### config.mk
export PLATFORM = sky130hd
export DESIGN_NAME = thppm_scheduler
export DESIGN_NICKNAME = d
export VERILOG_FILES = /design/src/rtl/thppm_pkg.sv /design/src/rtl/thppm_phase_ctr.sv /design/src/rtl/thppm_pn_gen.sv /design/src/rtl/thppm_slot_sel.sv /design/src/rtl/thppm_edge_pulse.sv /design/src/rtl/thppm_scheduler.sv
export SDC_FILE = /design/constraint.sdc
export NUM_CORES = 1
export LEC_CHECK = 0
export CORE_MARGIN = 2
export CORE_UTILIZATION = 40
export DETAILED_ROUTE_END_ITERATION = 8
export PLACE_DENSITY_LB_ADDON = 0.1
export SYNTH_ARGS = -nofsm -noshare
export SYNTH_HDL_FRONTEND = slang
export SYNTH_HIERARCHICAL = 1
export SYNTH_SLANG_ARGS = --single-unit
### constraint.sdc
create_clock -name clk -period 5 [get_ports clk]
set_input_delay 0.5 -clock clk [delete_from_list [all_inputs] [get_ports clk]]
set_output_delay 0.5 -clock clk [all_outputs]
set_load 0.01 [all_outputs]
### src/rtl/thppm_pkg.sv
package thppm_pkg;
  localparam int PN_W      = 4;
  localparam int HOP_W     = 3;
  localparam int HOP_SLOTS = 1 << HOP_W;
  localparam logic [PN_W-1:0] PN_SEED = 4'b1000;

  // x^4 + x^3 + 1, shifted toward the MSB
  function automatic logic [PN_W-1:0] pn_advance(input logic [PN_W-1:0] s);
    return {s[2:0], s[3] ^ s[2]};
  endfunction
endpackage

### src/rtl/thppm_phase_ctr.sv
module thppm_phase_ctr #(
  parameter int DIV_BITS = 4
) (
  input  logic                clk,
  input  logic                rst_n,
  output logic [DIV_BITS-1:0] phase,
  output logic                frame_start,
  output logic                last_tick
);
  always_ff @(posedge clk) begin
    if (!rst_n) phase <= '0;
    else        phase <= phase + 1'b1;
  end

  assign frame_start = (phase == '0);
  assign last_tick   = &phase;


  strobe_spacing_chk: assert property (@(posedge clk) disable iff (!rst_n)
    frame_start |=> !frame_start);

  ready_before_strobe_chk: assert property (@(posedge clk) disable iff (!rst_n)
    last_tick |=> frame_start);
endmodule

### src/rtl/thppm_pn_gen.sv
module thppm_pn_gen
  import thppm_pkg::*;
(
  input  logic             clk,
  input  logic             rst_n,
  input  logic             step,
  output logic [HOP_W-1:0] hop
);
  logic [PN_W-1:0] state;

  always_ff @(posedge clk) begin
    if (!rst_n)    state <= PN_SEED;
    else if (step) state <= pn_advance(state);
  end

  assign hop = state[HOP_W-1:0];


  pn_nonzero_chk: assert property (@(posedge clk) disable iff (!rst_n)
    state != '0);

  pn_hold_chk: assert property (@(posedge clk) disable iff (!rst_n)
    !step |=> $stable(state));
endmodule

### src/rtl/thppm_slot_sel.sv
module thppm_slot_sel
  import thppm_pkg::*;
#(
  parameter int HOP_STEP = 2,
  parameter int PPM_STEP = 1
) (
  input  logic             clk,
  input  logic             rst_n,
  input  logic             frame_start,
  input  logic [HOP_W-1:0] hop,
  input  logic             data,
  output logic             trig_edge
);
  localparam int LINE = (HOP_SLOTS - 1) * HOP_STEP;

  // coarse delay line of the frame strobe
  logic [LINE:1] tap_q;
  logic [LINE:0] tap;
  assign tap = {tap_q, frame_start};

  always_ff @(posedge clk) begin
    if (!rst_n) tap_q <= '0;
    else        tap_q <= tap[LINE-1:0];
  end

  logic [HOP_SLOTS-1:0] slot;
  for (genvar k = 0; k < HOP_SLOTS; k++) begin : g_taps
    assign slot[k] = tap[k*HOP_STEP];
  end

  logic coarse;
  assign coarse = slot[hop];

  // fine delay for the data shift
  logic [PPM_STEP:1] fin_q;
  logic [PPM_STEP:0] fin;
  assign fin = {fin_q, coarse};

  always_ff @(posedge clk) begin
    if (!rst_n) fin_q <= '0;
    else        fin_q <= fin[PPM_STEP-1:0];
  end

  assign trig_edge = data ? fin[PPM_STEP] : coarse;


  one_slot_chk: assert property (@(posedge clk) disable iff (!rst_n)
    $onehot0(slot));
endmodule

### src/rtl/thppm_edge_pulse.sv
module thppm_edge_pulse #(
  parameter int WIDTH = 1
) (
  input  logic clk,
  input  logic rst_n,
  input  logic clr,
  input  logic level,
  output logic pulse
);
  logic [WIDTH:1] dly_q;
  logic [WIDTH:0] dly;
  assign dly = {dly_q, level};

  always_ff @(posedge clk) begin
    if (!rst_n || clr) dly_q <= '0;
    else               dly_q <= dly[WIDTH-1:0];
  end

  // level compared with its own delayed copy
  assign pulse = level & ~dly[WIDTH];
endmodule

### src/rtl/thppm_scheduler.sv
module thppm_scheduler
  import thppm_pkg::*;
#(
  parameter int DIV_BITS = 5,
  parameter int HOP_STEP = 2,
  parameter int PPM_STEP = 1,
  parameter int SHORT_W  = 1,
  parameter int GATE_W   = 5
) (
  input  logic clk,
  input  logic rst_n,
  input  logic bit_valid,
  input  logic bit_data,
  output logic bit_ready,
  output logic frame_start,
  output logic short_pulse,
  output logic gate_pulse
);
  logic [DIV_BITS-1:0] phase;
  logic                last_tick;
  logic [HOP_W-1:0]    hop_now;
  logic [HOP_W-1:0]    hop_q;
  logic                data_q;
  logic                fire_q;
  logic                raw_edge;
  logic                trig_hold;
  logic                trig;

  thppm_phase_ctr #(.DIV_BITS(DIV_BITS)) u_phase (
    .clk(clk), .rst_n(rst_n), .phase(phase),
    .frame_start(frame_start), .last_tick(last_tick));

  thppm_pn_gen u_pn (
    .clk(clk), .rst_n(rst_n), .step(phase[0]), .hop(hop_now));

  assign bit_ready = last_tick;

  // per-frame capture at the frame boundary
  always_ff @(posedge clk) begin
    if (!rst_n) begin
      hop_q  <= '0;
      data_q <= 1'b0;
      fire_q <= 1'b0;
    end else if (last_tick) begin
      hop_q  <= hop_now;
      data_q <= bit_data & bit_valid;
      fire_q <= bit_valid;
    end
  end

  thppm_slot_sel #(.HOP_STEP(HOP_STEP), .PPM_STEP(PPM_STEP)) u_slot (
    .clk(clk), .rst_n(rst_n), .frame_start(frame_start),
    .hop(hop_q), .data(data_q), .trig_edge(raw_edge));

  assign trig = trig_hold | (raw_edge & fire_q);

  always_ff @(posedge clk) begin
    if (!rst_n || last_tick) trig_hold <= 1'b0;
    else                     trig_hold <= trig;
  end

  thppm_edge_pulse #(.WIDTH(SHORT_W)) u_short (
    .clk(clk), .rst_n(rst_n), .clr(last_tick), .level(trig), .pulse(short_pulse));

  thppm_edge_pulse #(.WIDTH(GATE_W)) u_gate (
    .clk(clk), .rst_n(rst_n), .clr(last_tick), .level(trig), .pulse(gate_pulse));


  hop_hold_chk: assert property (@(posedge clk) disable iff (!rst_n)
    !bit_ready |=> ($stable(hop_q) && $stable(data_q) && $stable(fire_q)));

  short_in_gate_chk: assert property (@(posedge clk) disable iff (!rst_n)
    short_pulse |-> gate_pulse);

  aligned_rise_chk: assert property (@(posedge clk) disable iff (!rst_n)
    $rose(short_pulse) |-> gate_pulse);

  idle_frame_chk: assert property (@(posedge clk) disable iff (!rst_n)
    (!fire_q && !trig_hold) |-> !gate_pulse);
endmodule

==> impl_summary.md <==
Logic synthesis
The count of cell types in the netlist is 26. The share of synthesized area in the top cell type comes to 0.557. Synthesis produced a netlist with a net count of 119. After synthesis the cells add up to 1290 µm².

Summed over all instances, the cell type with the most area after synthesis is sky130_fd_sc_hd__dfxtp_1. The post-synthesis average cell area is 11.6 µm². The synthesized design contains 0 enable-type register cells. The share of the Yosys chip area taken by registers is 0.557.

Sorting the synthesized cells by area gives the leading types as sky130_fd_sc_hd__dfxtp_1 (56%), sky130_fd_sc_hd__mux2i_1 (9.3%), sky130_fd_sc_hd__and2_1 (8.2%). The total number of yosys warnings is 6. Counting flops and latches in the post-synthesis netlist gives 36. The prevailing post-synth register cell is sky130_fd_sc_hd__dfxtp_1. By instance count, the leading cell after synthesis is sky130_fd_sc_hd__dfxtp_1. The synthesized instance count is 112.

Counting flops with an async set or reset pin after synthesis yields a share of 0. Ranked by instance count, the synthesized netlist is headed by sky130_fd_sc_hd__dfxtp_1 (36), sky130_fd_sc_hd__and2_1 (17), sky130_fd_sc_hd__mux2i_1 (12), sky130_fd_sc_hd__nor2b_1 (9), sky130_fd_sc_hd__and3b_1 (7).

Setup path
The kind of end point of the critical path is an output pin. The type of the worst setup path is reg -> out. The worst endpoint data arrival time is 3.00 ns. For this design, the slowest cell found on the critical path is sky130_fd_sc_hd__clkdlybuf4s50_1. For this run, the slowest stage of the critical path takes 0.53 ns. The slack of the worst reg-to-reg path is 2.78 ns. Traced cell by cell, the critical path runs through inv_1, ha_1, nor4b_1, mux2i_1, mux4_2, o21ai_2, a21o_1, nor2b_1, clkdlybuf4s50_1. The logic depth of the worst register-to-register path is 8. Along the worst path, the maximum fanout reaches 9. The endpoint of the lowest-slack register-to-register path is trig_hold. The startpoint of the lowest-slack register-to-register path is u_phase/phase[0]. The startpoint type of the worst setup path is a flip-flop. At the worst endpoint, the required time is 4.50 ns.

Timing
The final worst clock skew is 0.0114 ns. Setup violations remaining at the end of the flow were counted as 0. The remaining max-slew budget at the tightest pin is 0.346. Setup repair after global routing left no endpoint under its margin. Static timing analysis puts the maximum clock frequency at 286 MHz. The count of final max-slew check failures is 0. The worst hold margin is 0.442 ns. Subtracting the final worst setup slack from the clock period gives 3.50 ns.

The actual slew at the worst max-slew pin is 0.978 ns. For the final routed database, the setup TNS stands at 0 ns. In the finished design, the share of the clock period the worst path needs comes to 0.699. The final number of hold-violating endpoints came to 0.

Route
The detail-routed net length per standard cell is 11.2 µm. Wires add up to 1830 µm. The number of nets with antenna violations after detailed routing is 0.

The first TritonRoute pass finished after 4 iterations. The number of design rule violations left after detail routing is 0. The number of design-rule violations left by the first detailed-router iteration is 12. After detailed routing, the number of vias per cell comes to 4.48. The final route contains 734 vias.

Global routing
The initial antenna violation count is 0. Entering global routing, the biggest net connects 39 pins. The via count of the first global-routing pass is 728. The sum of overflow across all layers after global routing is 0. The first global-routing pass estimated 3210 µm of wire.

For this run, the total global-route usage over all layers was measured as 0.123.

Place
The total half-perimeter wirelength after legalization and detailed placement is 1170 µm. The instance count after placement with tap cells included is 156. The number of port buffers is 7.

The final estimated routing congestion in global placement is 0.670.

Die
The initial utilization of the core area, before any placement, comes to 0.424. The die is 60.9 µm wide. The initialized floorplan defines 20 standard-cell rows. From bottom edge to top edge, the die measures 60.9 µm. In this run the count of I/O pins placed on the die edge is 8.

The die area is 3710 µm². The core region is 3050 µm².

Layout
0 antenna diodes ended up in the layout. The total number of nets in the final design is 126. The signed area change from the synthesized netlist to the final layout is 12.9%. The number of inserted filler cells in the final layout is 306. The final instance count without filler cells is 164. The share of layout cells above drive strength 1 is 0.0917.

Clocking
At the later pin of the worst-skew pair, clock insertion delay measures 0.34 ns. After clock tree synthesis, the repair step resized 0 gates. The CTS sink count is 36. TritonCTS built the clock tree. The H-tree depth reported by CTS is 2. Clock-pin slew was measured on the worst setup and hold paths at 0.11 ns. In this run, post-CTS hold repair placed 0 buffers. The total clock buffers created by CTS is 5. The clock tree root driver cell is sky130_fd_sc_hd__clkbuf_4. The clock passes through at most 2 buffers. The number of setup buffers added after CTS is 0.

Outcome
The run finished with clean final reports.

Power and ir drop
In this run the power density over the cells is 376 nW/µm². The analysis attributes to cell leakage a power of 0.609 nW. VDD sags by at most 0.183 mV.

Run
Max-cap violations in this run came to 0.

Min path
The worst hold path belongs to the class reg -> reg. In this run the most critical hold path is launched from u_slot/tap_q[7]. The capture endpoint of the worst hold path is u_slot/tap_q[8]. Along the worst hold path, the cell count comes to 1.
==> layout make-up <==
cell class	count	area, µm²	share of cell area
clock buffers	7	65.1	0.0446
clock inverters	1	30.0	0.0206
inverters	3	11.3	0.00771
multi-input cells	66	508	0.348
flip-flops and latches	36	721	0.494
well taps	44	55.1	0.0377
repair buffers	7	70.1	0.0480
==> metal layers <==
metal  global-route usage  up-vias  wire length [µm]
met5                    0        -                 0
met4               0.0559        0                15
li1                     -      379                 -
met2                0.175       13               762
met1                0.152      340               923
met3               0.0704        2               128
==> where the power goes <==
group	leakage [nW]	switching (mW)	total, mW	internal (mW)
registers	0.292	0.00529	0.299	0.294
clock network	0.0515	0.0928	0.226	0.133
logic	0.265	0.0108	0.0244	0.0136
==> layout by cell type, fill, tap and decap left out, drive strengths merged, types with 2 or more instances in the layout <==
| cell type | count |
|---|---|
| nand2 | 4 |
| dfxtp | 36 |
| inv | 3 |
| mux2i | 12 |
| clkbuf | 7 |
| o21ai | 2 |
| and3b | 7 |
| clkdlybuf4s50 | 7 |
| ha | 3 |
| and2 | 17 |
| nor2b | 9 |
==> cells by family after synthesis <==
group | Yosys count | synth area share
XOR/XNOR | 2 | 0.0135
multiplexers | 13 | 0.110
AND/OR/NAND/NOR | 44 | 0.220
buffers and inverters | 10 | 0.0503
AO/OA/AOI/OAI | 4 | 0.0203
adder cells (fa/ha/maj) | 3 | 0.0290
flip-flops | 36 | 0.557
==> state kept, by name, summed over array words and instances, names as in the netlist <==
name,flops
hop_q,3
u_slot/tap_q,14
u_pn/state,4
fire_q,1
u_phase/phase,5
u_gate/dly_q,5
u_slot/fin_q,1
trig_hold,1
u_short/dly_q,1
data_q,1
==> per-stage QoR <==
stage | power [mW] | worst slack (ns) | util | cell area, µm²
global route | 0.574 | 1.26 | 0.478 | 1460
floorplan | 0.321 | 2.36 | - | 1290
detailed placement | 0.330 | 1.85 | 0.447 | 1370
global placement | 0.330 | 1.95 | 0.447 | 1370
CTS | 0.556 | 1.46 | 0.478 | 1460
finish | 0.549 | 1.50 | 0.478 | 1460
==> how the worst max path moves through the flow <==
stage / depth (start not counted) / slack [ns] / startpoint / endpoint
after global routing: 9 / 1.26 / u_phase/phase[0] / gate_pulse
after floorplan: 8 / 2.36 / u_phase/phase[0] / gate_pulse
after detailed placement: 9 / 1.85 / u_phase/phase[0] / short_pulse
final: 9 / 1.50 / u_phase/phase[0] / short_pulse
after global placement: 9 / 1.95 / u_phase/phase[0] / gate_pulse
after CTS: 9 / 1.46 / u_phase/phase[0] / short_pulse
==> worst max-delay path: cells and delay by family (launching register included) <==
family,cells,cell delay (ns)
AO/OA/AOI/OAI,2,0.29
AND/OR/NAND/NOR,2,0.54
flip-flops,1,0.42
multiplexers,2,0.65
buffers and inverters,2,0.62
adder cells (fa/ha/maj),1,0.13
(Power assumes the default switching activity.)
